### config.mk
export PLATFORM = sky130hd
export DESIGN_NAME = gpio_irq_unit
export DESIGN_NICKNAME = d
export VERILOG_FILES = /design/src/rtl/gpio_irq_pkg.sv /design/src/rtl/gpio_irq_regs.sv /design/src/rtl/gpio_irq_front.sv /design/src/rtl/gpio_irq_detect.sv /design/src/rtl/gpio_irq_unit.sv
export SDC_FILE = /design/constraint.sdc
export NUM_CORES = 1
export LEC_CHECK = 0
export CORE_AREA = 10 10 84 104
export CTS_CLUSTER_SIZE = 20
export DETAILED_ROUTE_END_ITERATION = 7
export DIE_AREA = 0 0 94 114
export DONT_BUFFER_PORTS = 1
export GPL_ROUTABILITY_DRIVEN = 0
export HOLD_SLACK_MARGIN = 0.1
export PLACE_DENSITY = 0.8
export SLEW_MARGIN = 30
export SYNTH_ARGS = -nofsm -noshare
export SYNTH_HDL_FRONTEND = slang
export SYNTH_SLANG_ARGS = --single-unit
### constraint.sdc
create_clock -name clk -period 4.2 [get_ports clk]
set_clock_uncertainty 0.2 [all_clocks]
set_input_delay 0.42 -clock clk [delete_from_list [all_inputs] [get_ports clk]]
set_output_delay 0.42 -clock clk [all_outputs]
set_load 0.02 [all_outputs]
### src/rtl/gpio_irq_pkg.sv
package gpio_irq_pkg;
  localparam int ADDR_W = 5;

  // Register byte offsets decoded by software
  localparam logic [ADDR_W-1:0] OFS_MODE = 5'h00;
  localparam logic [ADDR_W-1:0] OFS_POL  = 5'h04;
  localparam logic [ADDR_W-1:0] OFS_ACK  = 5'h08;
  localparam logic [ADDR_W-1:0] OFS_ENA  = 5'h0C;
  localparam logic [ADDR_W-1:0] OFS_STAT = 5'h10;
  localparam logic [ADDR_W-1:0] OFS_RAW  = 5'h14;
  localparam logic [ADDR_W-1:0] OFS_DEB  = 5'h18;
endpackage

### src/rtl/gpio_irq_regs.sv
module gpio_irq_regs
  import gpio_irq_pkg::*;
#(
  parameter int LINES = 8
) (
  input  logic              clk,
  input  logic              rst_n,
  input  logic              wr,
  input  logic [ADDR_W-1:0] addr,
  input  logic [LINES-1:0]  wdata,
  input  logic [LINES-1:0]  raw,
  input  logic [LINES-1:0]  stat,
  output logic [LINES-1:0]  mode,
  output logic [LINES-1:0]  pol,
  output logic [LINES-1:0]  ena,
  output logic [LINES-1:0]  deb,
  output logic [LINES-1:0]  ack_mask,
  output logic [LINES-1:0]  rdata
);
  always_ff @(posedge clk or negedge rst_n) begin
    if (!rst_n) begin
      mode <= '0;
      pol  <= '0;
      ena  <= '0;
      deb  <= '0;
    end else if (wr) begin
      case (addr)
        OFS_MODE: mode <= wdata;
        OFS_POL:  pol  <= wdata;
        OFS_ENA:  ena  <= wdata;
        OFS_DEB:  deb  <= wdata;
        default:  ;
      endcase
    end
  end

  // Acknowledge is a write-one strobe, never stored
  assign ack_mask = (wr && addr == OFS_ACK) ? wdata : '0;

  always_comb begin
    case (addr)
      OFS_MODE: rdata = mode;
      OFS_POL:  rdata = pol;
      OFS_ENA:  rdata = ena;
      OFS_DEB:  rdata = deb;
      OFS_STAT: rdata = stat;
      OFS_RAW:  rdata = raw;
      default:  rdata = '0;
    endcase
  end
endmodule

### src/rtl/gpio_irq_front.sv
module gpio_irq_front #(
  parameter int SYNC_STAGES = 2,
  parameter int DEB_TICKS   = 4
) (
  input  logic clk,
  input  logic rst_n,
  input  logic tick,
  input  logic pin,
  input  logic deb_on,
  output logic filt_q,
  output logic val
);
  localparam int CW = $clog2(DEB_TICKS + 1);
  localparam logic [CW-1:0] CNT_LAST = CW'(DEB_TICKS - 1);

  logic [SYNC_STAGES-1:0] sh_q;
  logic                   sync;
  logic [CW-1:0]          cnt_q;

  always_ff @(posedge clk or negedge rst_n) begin
    if (!rst_n) sh_q <= '0;
    else        sh_q <= {sh_q[SYNC_STAGES-2:0], pin};
  end
  assign sync = sh_q[SYNC_STAGES-1];

  // Filtered level moves only after DEB_TICKS ticks of a stable new level
  always_ff @(posedge clk or negedge rst_n) begin
    if (!rst_n) begin
      filt_q <= 1'b0;
      cnt_q  <= '0;
    end else if (sync == filt_q) begin
      cnt_q <= '0;
    end else if (tick) begin
      if (cnt_q == CNT_LAST) begin
        filt_q <= sync;
        cnt_q  <= '0;
      end else begin
        cnt_q <= cnt_q + 1'b1;
      end
    end
  end

  assign val = deb_on ? filt_q : sync;
endmodule

### src/rtl/gpio_irq_detect.sv
module gpio_irq_detect #(
  parameter int LINES = 8
) (
  input  logic             clk,
  input  logic             rst_n,
  input  logic [LINES-1:0] val,
  input  logic [LINES-1:0] mode,
  input  logic [LINES-1:0] pol,
  input  logic [LINES-1:0] ena,
  input  logic [LINES-1:0] ack_mask,
  output logic [LINES-1:0] hit,
  output logic [LINES-1:0] lat,
  output logic [LINES-1:0] raw,
  output logic [LINES-1:0] stat
);
  logic [LINES-1:0] prev_q;
  logic [LINES-1:0] rise, fall, lvl_act;

  always_ff @(posedge clk or negedge rst_n) begin
    if (!rst_n) prev_q <= '0;
    else        prev_q <= val;
  end

  assign rise    = val & ~prev_q;
  assign fall    = ~val & prev_q;
  assign hit     = mode & ((pol & rise) | (~pol & fall));
  assign lvl_act = ~(val ^ pol);

  // A new event wins over an acknowledge in the same cycle
  always_ff @(posedge clk or negedge rst_n) begin
    if (!rst_n) lat <= '0;
    else        lat <= (lat & ~ack_mask) | hit;
  end

  assign raw  = (mode & lat) | (~mode & lvl_act);
  assign stat = raw & ena;
endmodule

### src/rtl/gpio_irq_unit.sv
module gpio_irq_unit
  import gpio_irq_pkg::*;
#(
  parameter int LINES       = 8,
  parameter int SYNC_STAGES = 2,
  parameter int DEB_TICKS   = 4
) (
  input  logic              clk,
  input  logic              rst_n,
  input  logic              deb_tick,
  input  logic [LINES-1:0]  pin_in,
  input  logic              bus_wr,
  input  logic [ADDR_W-1:0] bus_addr,
  input  logic [LINES-1:0]  bus_wdata,
  output logic [LINES-1:0]  bus_rdata,
  output logic              irq_out
);
  logic [LINES-1:0] mode_q, pol_q, ena_q, deb_q, ack_mask;
  logic [LINES-1:0] line_val, deb_state;
  logic [LINES-1:0] edge_hit, edge_lat, raw_stat, msk_stat;

  gpio_irq_regs #(.LINES(LINES)) u_regs (
    .clk(clk), .rst_n(rst_n), .wr(bus_wr), .addr(bus_addr), .wdata(bus_wdata),
    .raw(raw_stat), .stat(msk_stat), .mode(mode_q), .pol(pol_q), .ena(ena_q),
    .deb(deb_q), .ack_mask(ack_mask), .rdata(bus_rdata)
  );

  for (genvar i = 0; i < LINES; i++) begin : g_line
    gpio_irq_front #(.SYNC_STAGES(SYNC_STAGES), .DEB_TICKS(DEB_TICKS)) u_front (
      .clk(clk), .rst_n(rst_n), .tick(deb_tick), .pin(pin_in[i]),
      .deb_on(deb_q[i]), .filt_q(deb_state[i]), .val(line_val[i])
    );
  end

  gpio_irq_detect #(.LINES(LINES)) u_detect (
    .clk(clk), .rst_n(rst_n), .val(line_val), .mode(mode_q), .pol(pol_q),
    .ena(ena_q), .ack_mask(ack_mask), .hit(edge_hit), .lat(edge_lat),
    .raw(raw_stat), .stat(msk_stat)
  );

  assign irq_out = |msk_stat;
endmodule

==> results.cfg, run 1 <==
[run_status]
status = finished clean

[synth]
syn_nets = 425
ys_types = 36
synthTopCellsByArea = dfrtp_1 (54%), mux2_2 (12%), nand2_1 (3.4%), nand2b_1 (3.2%), xnor2_1 (2.8%)
ys_seq_elements = 96
synth_edf_count = 0
synth_top_area_share_pct = 53.93
ys.flop_type = dfrtp_1
synthesis.area_um2 = 4454
synth.avg_cell_area_um2 = 11.36
netlist_instances = 392
synth-async-reset-ratio_pct = 100.0
synth_largest_area_cell = dfrtp_1
yosysSeqAreaShare_pct = 53.93
yosys_warnings = 0

[sta]
fin_setup_tns_ps = 0
finalHoldViolations = 0
rsz0062_at_grt = false
max_slew.worst_pin.slew_ps = 887.7
whs_ps = 113.9
fin_crit_sh_pct = 64.62
timing.fmax_mhz = 368.4
slew_headroom_pct = 40.50
fin_crit_ps = 2714
slew_viol_final = 0
finalSetupViolCount = 0

[die]
die_y_um = 114
fp.dieW_um = 94
coreArea_um2 = 6807
start_util_pct = 65.44
ios = 34
rows = 34
dieArea_um2 = 10720

[clock_tree]
cts_buffers = 9
insertion_delay_ps = 360
htreeDepth = 3
cts_tree = done
clk_pin_slew_worst_paths_ps = 90
clockRootBuffer = clkbuf_8
post_cts_buffers = 0
clock-sinks = 96
clockBufferDepth = 2
cts_resized = 0

[drt]
routedWlPerCell_um = 17.79
wl_met1_mm = 3.883
top_layer_used = met4
dr_wl_met2_mm = 4.337
dr.first_iter.drc_count = 225
first_pass_iters = 4
drc = 0
via_count = 3051
drtAntennaViolNets = 0
wl_met3_um = 553
routed_wl_mm = 9.036
vias_per_cell = 6.006

[global_routing]
antenna_found_initial = 0
grt_pass1_wl_mm = 15.34
grt_max_degree = 97
grt_overflow = 0
grt_pass1_vias = 3134
grtUsageTotal_pct = 18.08

[worst_setup_path]
r2r_start = u_regs.deb[7]$_DFFE_PN0P_
rrSetupSlack_ps = 2630
critPathLaunchType = flop
criticalPathCategory = flop to primary output
required_ps = 3580
r2r_cells = 5
startpoint = u_regs.deb[4]$_DFFE_PN0P_
cp-endpoint = irq_out
worstPathArrival_ps = 2090
cp-end-kind = primary output
path_max_fanout = 4
r2r-end = u_detect.lat[7]$_DFF_PN0_

[cells_and_area]
final_cell_area_um2 = 4970
fin_nets = 446
final_common_cell = dfrtp_1
drive_above_1_share_pct = 16.75
most-common-layout-cells = dfrtp_1 (96), mux2_2 (46), nand2_1 (40)
finalNonFillerCells = 508
antenna_cells = 0
syn_to_final_growth_pct = 11.57

[power]
power.total_mw = 2.548
p_per_area_nw_per_um2 = 512.6
p_int_mw = 1.769
ir_worst_vdd_v = 0.0002963
p_seq_share_pct = 51.4
clockPowerShare_pct = 26.1
p_sw_uw = 778.5
leakagePower_nw = 2.121
share_comb_of_total_power_pct = 22.5
swShare_pct = 30.56

[placed_design]
dp.cells = 472
dpl.hpwl_mm = 5.836
placed_area_um2 = 4517
port_buffers = 0

[worst_hold_path]
hp-class = input pin to flop
worstHoldStart = deb_tick

[flow_run]
cap_viol_max_count = 0
==> cells in the mapped netlist (2+ instances only) <==
library cell,n
xnor2_1,14
a21oi_1,22
o21ai_1,8
a221oi_1,8
a22oi_1,8
ha_1,8
nand3b_1,14
nand2_1,40
xor2_1,2
nand3_1,6
nand2_2,2
o21ai_0,12
a22o_1,8
inv_1,8
nand2b_1,23
clkbuf_1,5
o211ai_1,4
mux2i_1,10
mux2_2,46
dfrtp_1,96
nor2_1,30
nor3_1,2
buf_2,3
==> flip-flops by register name, indices dropped and copies added, names as in the netlist <==
name and cells:
g_line.u_front.sh_q 16, u_detect.prev_q 8, u_detect.lat 8, u_regs.ena 8, g_line.u_front.cnt_q 24, u_regs.mode 8
g_line.u_front.filt_q 8, u_regs.deb 8, u_regs.pol 8
==> kinds of logic after synthesis <==
logic type / share of synthesized area [%]
buffers and inverters: 1.798
and+or+nand+nor: 14.47
muxes: 13.88
adders and majority gates: 2.247
DFF: 53.93
xor gates and xnor gates: 3.146
AOI/OAI and AO/OA: 10.53
==> metrics by stage <==
stage / util (%) / setup slack [ps]
after CTS: 72.94 / 1484
after floorplan: - / 1874
after global placement: 66.36 / 1483
final: 73.01 / 1486
after detailed placement: 66.36 / 1483
after global routing: 73.01 / 1376
==> how the worst min path moves through the flow <==
stage / slack, ps / end / depth (start not counted)
3_3_place_gp: -70 / g_line[5].u_front.cnt_q[0]$_DFFE_PN0P_ / 0
5_1_grt: 110 / g_line[1].u_front.filt_q$_DFFE_PN0P_ / 2
2_1_floorplan: -80 / g_line[0].u_front.cnt_q[0]$_DFFE_PN0P_ / 0
3_5_place_dp: -70 / g_line[5].u_front.cnt_q[1]$_DFFE_PN0P_ / 0
6_report: 110 / g_line[1].u_front.filt_q$_DFFE_PN0P_ / 2
4_1_cts: 110 / g_line[1].u_front.filt_q$_DFFE_PN0P_ / 2
==> critical path, stage by stage, from the launching register on <==
cell and delay (ps):
dfrtp_1 400, mux2_2 390, xnor2_1 150, o211ai_1 240, o2111a_1 260, o2111ai_1 290
==> power groups by stage <==
stage | clock network (mW) | logic, mW | registers [mW]
after detailed placement | 0 | 0.534 | 1.32
after global routing | 0.716 | 0.651 | 1.34
after global placement | 0 | 0.500 | 1.31
final | 0.664 | 0.573 | 1.31
after CTS | 0.676 | 0.578 | 1.31
after floorplan | 0 | 0.452 | 1.27
==> routing by layer <==
metal | track usage (%) | vias up
met5 | 0 | -
met4 | 8.122 | 0
met3 | 4.997 | 17
met2 | 28.18 | 85
met1 | 22.85 | 1524
li1 | - | 1425
==> timing repair <==
action	4_1_cts	5_1_grt
setup endpoints to repair	0	0
hold endpoints to repair	170	0
hold buffers	20	0
==> layout make-up <==
class                      count  area (um^2)
timing repair buffer          20        227.7
inverter                       8        30.03
tap                           90        112.6
sequential                    96         2402
clock buffer                  10        127.6
clock inverter                 6        92.59
multi-input combinational    278         1977
fill                         463         1837
No activity file was read; power rests on OpenSTA's default activity.
==> run 2, diff against run 1 <==
--- a/config.mk
+++ b/config.mk
@@ -5,14 +5,14 @@
 export SDC_FILE = /design/constraint.sdc
 export NUM_CORES = 1
 export LEC_CHECK = 0
-export CORE_AREA = 10 10 84 104
+export CORE_AREA = 10 10 87 108
 export CTS_CLUSTER_SIZE = 20
 export DETAILED_ROUTE_END_ITERATION = 7
-export DIE_AREA = 0 0 94 114
+export DIE_AREA = 0 0 97 118
 export DONT_BUFFER_PORTS = 1
 export GPL_ROUTABILITY_DRIVEN = 0
 export HOLD_SLACK_MARGIN = 0.1
-export PLACE_DENSITY = 0.8
+export PLACE_DENSITY = 0.75
 export SLEW_MARGIN = 30
 export SYNTH_ARGS = -nofsm -noshare
 export SYNTH_HDL_FRONTEND = slang
==> constraint.sdc (replaced) <==
create_clock -name clk -period 2.6 [get_ports clk]
set_clock_uncertainty 0.2 [all_clocks]
set_input_delay 0.26 -clock clk [delete_from_list [all_inputs] [get_ports clk]]
set_output_delay 0.26 -clock clk [all_outputs]
set_load 0.02 [all_outputs]
==> run 2 against run 1 <==
Against the previous run:
- the run now ends with hold timing left
- largest cell class unchanged
- critical path type unchanged
- highest routed layer unchanged
- register-to-register slack got worse by 1700 ps
- flip-flop and latch count unchanged
- worst setup slack got worse by 1300 ps
- sequential power increased by 61%
- routed wire length decreased by 3.7%
==> results.cfg, run 2 (synthesis results as in run 1) <==
[cells_and_area]
fin_nets = 455
syn_to_final_growth_pct = 13.34
final_common_cell = dfrtp_1
antenna_cells = 0
largest_register = g_line.u_front.cnt_q
finalNonFillerCells = 518
largest_reg_flops = 24
drive_above_1_share_pct = 18.08
post-route-util_pct = 69.03
largestRegisters = g_line.u_front.cnt_q: 24 flops, g_line.u_front.sh_q: 16 flops
most-common-layout-cells = dfrtp_1 (96), mux2_2 (46), nand2_1 (40)
final_cell_area_um2 = 5049

[clock_tree]
insertion_delay_ps = 360
clockRootBuffer = clkbuf_8
ctsHoldBuffers = 21
clockBufferDepth = 2
cts_buffers = 9
clk_pin_slew_worst_paths_ps = 90
htreeDepth = 3
cts_tree = done
post_cts_buffers = 0
clock-sinks = 96

[die]
rows = 35
coreArea_um2 = 7313
dieArea_um2 = 11450
fp.dieW_um = 97
die_y_um = 118
start_util_pct = 60.91
ios = 34

[worst_setup_path]
criticalPathCategory = flop to primary output
path_max_fanout = 4
critPathLaunchType = flop
rrSetupSlack_ps = 960
cp-end-kind = primary output
required_ps = 2140
startpoint = u_regs.deb[4]$_DFFE_PN0P_
worstPathArrival_ps = 1980
worstPathCellList = mux2_2, xnor2_1, o211ai_1, o2111a_1, o2111ai_2
slowest_delay_ps = 390
r2r_start = g_line[3].u_front.cnt_q[0]$_DFFE_PN0P_
crit_path_top_delay_cell = dfrtp_1
crit_family = compound AO/OA/AOI/OAI gates
cp_num_buf_inv = 0

[drt]
first_pass_iters = 4
vias_per_cell = 5.755
routed_wl_mm = 8.702
routedWlPerCell_um = 16.80
dr.first_iter.drc_count = 175
drtAntennaViolNets = 0
via_count = 2981
drc = 0

[run_status]
status = complete, but fails checks
violations = hold timing

[placed_design]
port_buffers = 0
placed_area_um2 = 4579
dp.cells = 482
dpl.hpwl_mm = 5.777

[sta]
whs_ps = -612.1
slew_viol_final = 0
rsz0062_at_grt = false
slew_headroom_pct = 66.68
timing.fmax_mhz = 409.8
finalHoldViolations = 96
fin_crit_sh_pct = 93.85
finalSetupViolCount = 0
max_slew.worst_pin.slew_ps = 496.5
fin_setup_tns_ps = 0
fin_crit_ps = 2440

[global_routing]
antenna_found_initial = 0
grt_pass1_wl_mm = 15.10
grt_overflow = 0
grt_max_degree = 97
grt_pass1_vias = 3111
grtUsageTotal_pct = 15.72

[power]
ir_worst_vdd_v = 0.0005142
leakagePower_nw = 2.167
p_per_area_nw_per_um2 = 824.5

[flow_run]
cap_viol_max_count = 0

[worst_hold_path]
hp-class = input pin to asynchronous set/reset pin
==> run 2: final cells by class <==
class,count,area (um^2)
flip-flops and latches,96,2402
multi-input cells,278,1978
well taps,92,115.1
clock inverters,5,105.1
fillers,529,2265
inverters,8,30.03
clock buffers,10,137.6
repair buffers,29,280.3
==> run 2: final timing paths <==
check	end	cells after the start
max	irq_out	5
min	g_line[4].u_front.cnt_q[2]$_DFFE_PN0P_	0
max reg2reg	g_line[3].u_front.cnt_q[2]$_DFFE_PN0P_	5
min reg2reg	g_line[4].u_front.sh_q[1]$_DFF_PN0_	0
max in group asynchronous	g_line[7].u_front.cnt_q[1]$_DFFE_PN0P_	0
min in group clk	u_regs.deb[3]$_DFFE_PN0P_	3
==> run 2: timing repair <==
item / in CTS / in global routing
endpoints found under the setup margin: 0 / 1
resized for setup: 0 / 1
endpoints found under the hold margin: 176 / 96
==> run 2: per-layer routing <==
metal | global-route usage, % | part of all wire, %
met1 | 20.27 | 45
met2 | 24.29 | 47
met3 | 4.698 | 6.4
met4 | 5.638 | 1.2
met5 | 0 | 0
==> run 2: where the power goes <==
part	total (mW)	internal, mW	switching [mW]
logic	0.900	0.489	0.412
registers	2.11	1.83	0.279
clock network	1.15	0.659	0.496
total	4.16	2.98	1.19
==> run 2: worst reg2reg max path: cells and delay by family, from the launching register on <==
family	cells	cell delay, ps
buf+inv	1	540
flops	1	400
fa+ha+maj	1	240
simple gates	3	190
==> run 2: stage by stage <==
stage | total power [mW] | worst slack, ps | hold WS (ps)
finish | 4.163 | 159.8 | -612.1
global route | 4.424 | 71.19 | -636.8
CTS | 4.182 | 79.74 | -625.7
detailed placement | 2.982 | 473.1 | -230.5
global placement | 2.929 | 498.1 | -230.1
floorplan | 2.785 | 593.8 | -235.6
==> run 3, diff against run 2 <==
--- a/config.mk
+++ b/config.mk
@@ -5,11 +5,11 @@
 export SDC_FILE = /design/constraint.sdc
 export NUM_CORES = 1
 export LEC_CHECK = 0
-export CORE_AREA = 10 10 87 108
+export BUFFER_PORTS_ARGS = -buffer_cell sky130_fd_sc_hd__buf_2
+export CORE_AREA = 10 10 89 110
 export CTS_CLUSTER_SIZE = 20
 export DETAILED_ROUTE_END_ITERATION = 7
-export DIE_AREA = 0 0 97 118
-export DONT_BUFFER_PORTS = 1
+export DIE_AREA = 0 0 99 120
 export GPL_ROUTABILITY_DRIVEN = 0
 export HOLD_SLACK_MARGIN = 0.1
 export PLACE_DENSITY = 0.75
==> run 3 against run 2 <==
Against the previous run:
- the flow now finishes without violations
- via count up 6.0%
- design area up 2.8%
- cell count up 6.9%
- global-route usage up 0.25 points
- worst setup slack worse by 70 ps
- flip-flop and latch count unchanged
- critical path type unchanged
- highest routed layer unchanged
==> results.cfg, run 3 (synthesis results as in run 1) <==
[cells_and_area]
antenna_cells = 0
final_cell_area_um2 = 5187
final_common_cell = dfrtp_1
drive_above_1_share_pct = 24.18
largest_reg_flops = 24
syn_to_final_growth_pct = 16.46
finalNonFillerCells = 554
post-route-util_pct = 67.35
largestRegisters = g_line.u_front.cnt_q: 24 flops, g_line.u_front.sh_q: 16 flops
num-fill-cells = 573
most-common-layout-cells = dfrtp_1 (96), mux2_2 (46), nand2_1 (40)
fin_nets = 487
largest_register = g_line.u_front.cnt_q

[worst_setup_path]
criticalPathCategory = flop to primary output
required_ps = 2140
critPathLaunchType = flop
path_max_fanout = 4
cp-end-kind = primary output
worstPathArrival_ps = 2050

[sta]
whs_ps = 159.7
max_slew.worst_pin.slew_ps = 555.1
slew_headroom_pct = 62.99
timing.fmax_mhz = 398.4
finalHoldViolations = 0
fin_ws_ps = 89.78
slew_viol_final = 0
finalSetupViolCount = 0
fin_crit_sh_pct = 96.55
fin_setup_tns_ps = 0
fin_crit_ps = 2510

[clock_tree]
htreeDepth = 3
clock-sinks = 96
cts_buffers = 9
cts_tree = done
clockBufferDepth = 2
clk_pin_slew_worst_paths_ps = 80
insertion_delay_ps = 360
cts_resized = 0
clockRootBuffer = clkbuf_8

[global_routing]
antenna_found_initial = 0
grtUsageTotal_pct = 15.97
grt_max_degree = 54
grt_pass1_wl_mm = 15.69
grt_overflow = 0
grt_pass1_vias = 3285

[die]
ios = 34
rows = 36
start_util_pct = 57.83
die_y_um = 120
coreArea_um2 = 7702
dieArea_um2 = 11880
fp.dieW_um = 99

[drt]
drtAntennaViolNets = 0
routed_wl_mm = 9.169
via_count = 3160
drc = 0
vias_per_cell = 5.704
dr.first_iter.drc_count = 197
routedWlPerCell_um = 16.55
first_pass_iters = 5

[power]
clockPowerShare_pct = 26.2
p_per_area_nw_per_um2 = 808.8
share_comb_of_total_power_pct = 23.4
swShare_pct = 29.67
p_seq_share_pct = 50.3
ir_worst_vdd_v = 0.0005638
leakagePower_nw = 2.305
power.total_mw = 4.196
p_sw_mw = 1.245
p_int_mw = 2.951

[placed_design]
dp.cells = 518
place_ws_ps = 387.1
port_buffers = 33
dpl.hpwl_mm = 6.202
placed_area_um2 = 4763

[worst_hold_path]
hp-class = flop to flop

[flow_run]
cap_viol_max_count = 0

[run_status]
status = finished clean
run 3: changes by cell type in the layout (fill, tap and decap cells not counted), sizes merged:
cell	previous run	this run
bufinv	3	2
clkinvlp	2	1
buf	9	44
dlygate4sd3	20	17
clkbuf	10	12
clkinv	0	1
run 3: per-layer routing:
| metal | vias up | wire length (um) | GRT usage [%] |
|---|---|---|---|
| li1 | 1509 | - | - |
| met1 | 1569 | 4052 | 20.38 |
| met2 | 68 | 4518 | 25.82 |
| met3 | 14 | 424 | 3.617 |
| met4 | 0 | 173 | 5.835 |
| met5 | - | 0 | 0 |
run 3: critical path, cell delays in order, from the launching register on:
cell	delay, ps
dfrtp_1	360
mux2_2	380
xnor2_1	150
o211ai_1	250
o2111a_1	260
o2111ai_1	120
buf_2	180
run 3: timing repair:
| action | CTS | global route |
|---|---|---|
| hold buffers | 17 | 0 |
| setup endpoints to repair | 0 | 1 |
| endpoints found under the hold margin | 91 | 0 |
| buffers inserted | 0 | 3 |
run 3: area by class of cell:
cell class | instances | area [um^2] | area share (%)
Clock buffer | 12 | 155.1 | 2.991
Clock inverter | 4 | 76.32 | 1.471
Inverter | 8 | 30.03 | 0.5789
Multi-Input combinational cell | 278 | 1972 | 38.01
Sequential cell | 96 | 2402 | 46.31
Tap cell | 95 | 118.9 | 2.291
Timing Repair Buffer | 61 | 432.9 | 8.345
run 3: worst paths after layout:
path                                                      from                                endpoint  slack, ps  cells past startpoint
hold / removal             g_line[2].u_front.sh_q[0]$_DFF_PN0_     g_line[2].u_front.sh_q[1]$_DFF_PN0_        160                      0
max in group asynchronous                                rst_n  g_line[1].u_front.cnt_q[1]$_DFFE_PN0P_       1290                      3
min in group asynchronous                                rst_n     g_line[2].u_front.sh_q[1]$_DFF_PN0_        240                      2
setup / recovery                     u_regs.deb[4]$_DFFE_PN0P_                                 irq_out         90                      6
setup reg to reg                     u_regs.deb[7]$_DFFE_PN0P_               u_detect.lat[7]$_DFF_PN0_       1080                      5
hold reg to reg            g_line[2].u_front.sh_q[0]$_DFF_PN0_     g_line[2].u_front.sh_q[1]$_DFF_PN0_        160                      0
run 3: power by group through the flow:
| stage | sequential, mW | clock [mW] | combinational [mW] |
|---|---|---|---|
| floorplan | 2.05 | 0 | 0.731 |
| global placement | 2.12 | 0 | 0.896 |
| detailed placement | 2.13 | 0 | 0.947 |
| CTS | 2.11 | 1.12 | 0.965 |
| global route | 2.16 | 1.18 | 1.11 |
| finish | 2.11 | 1.10 | 0.983 |
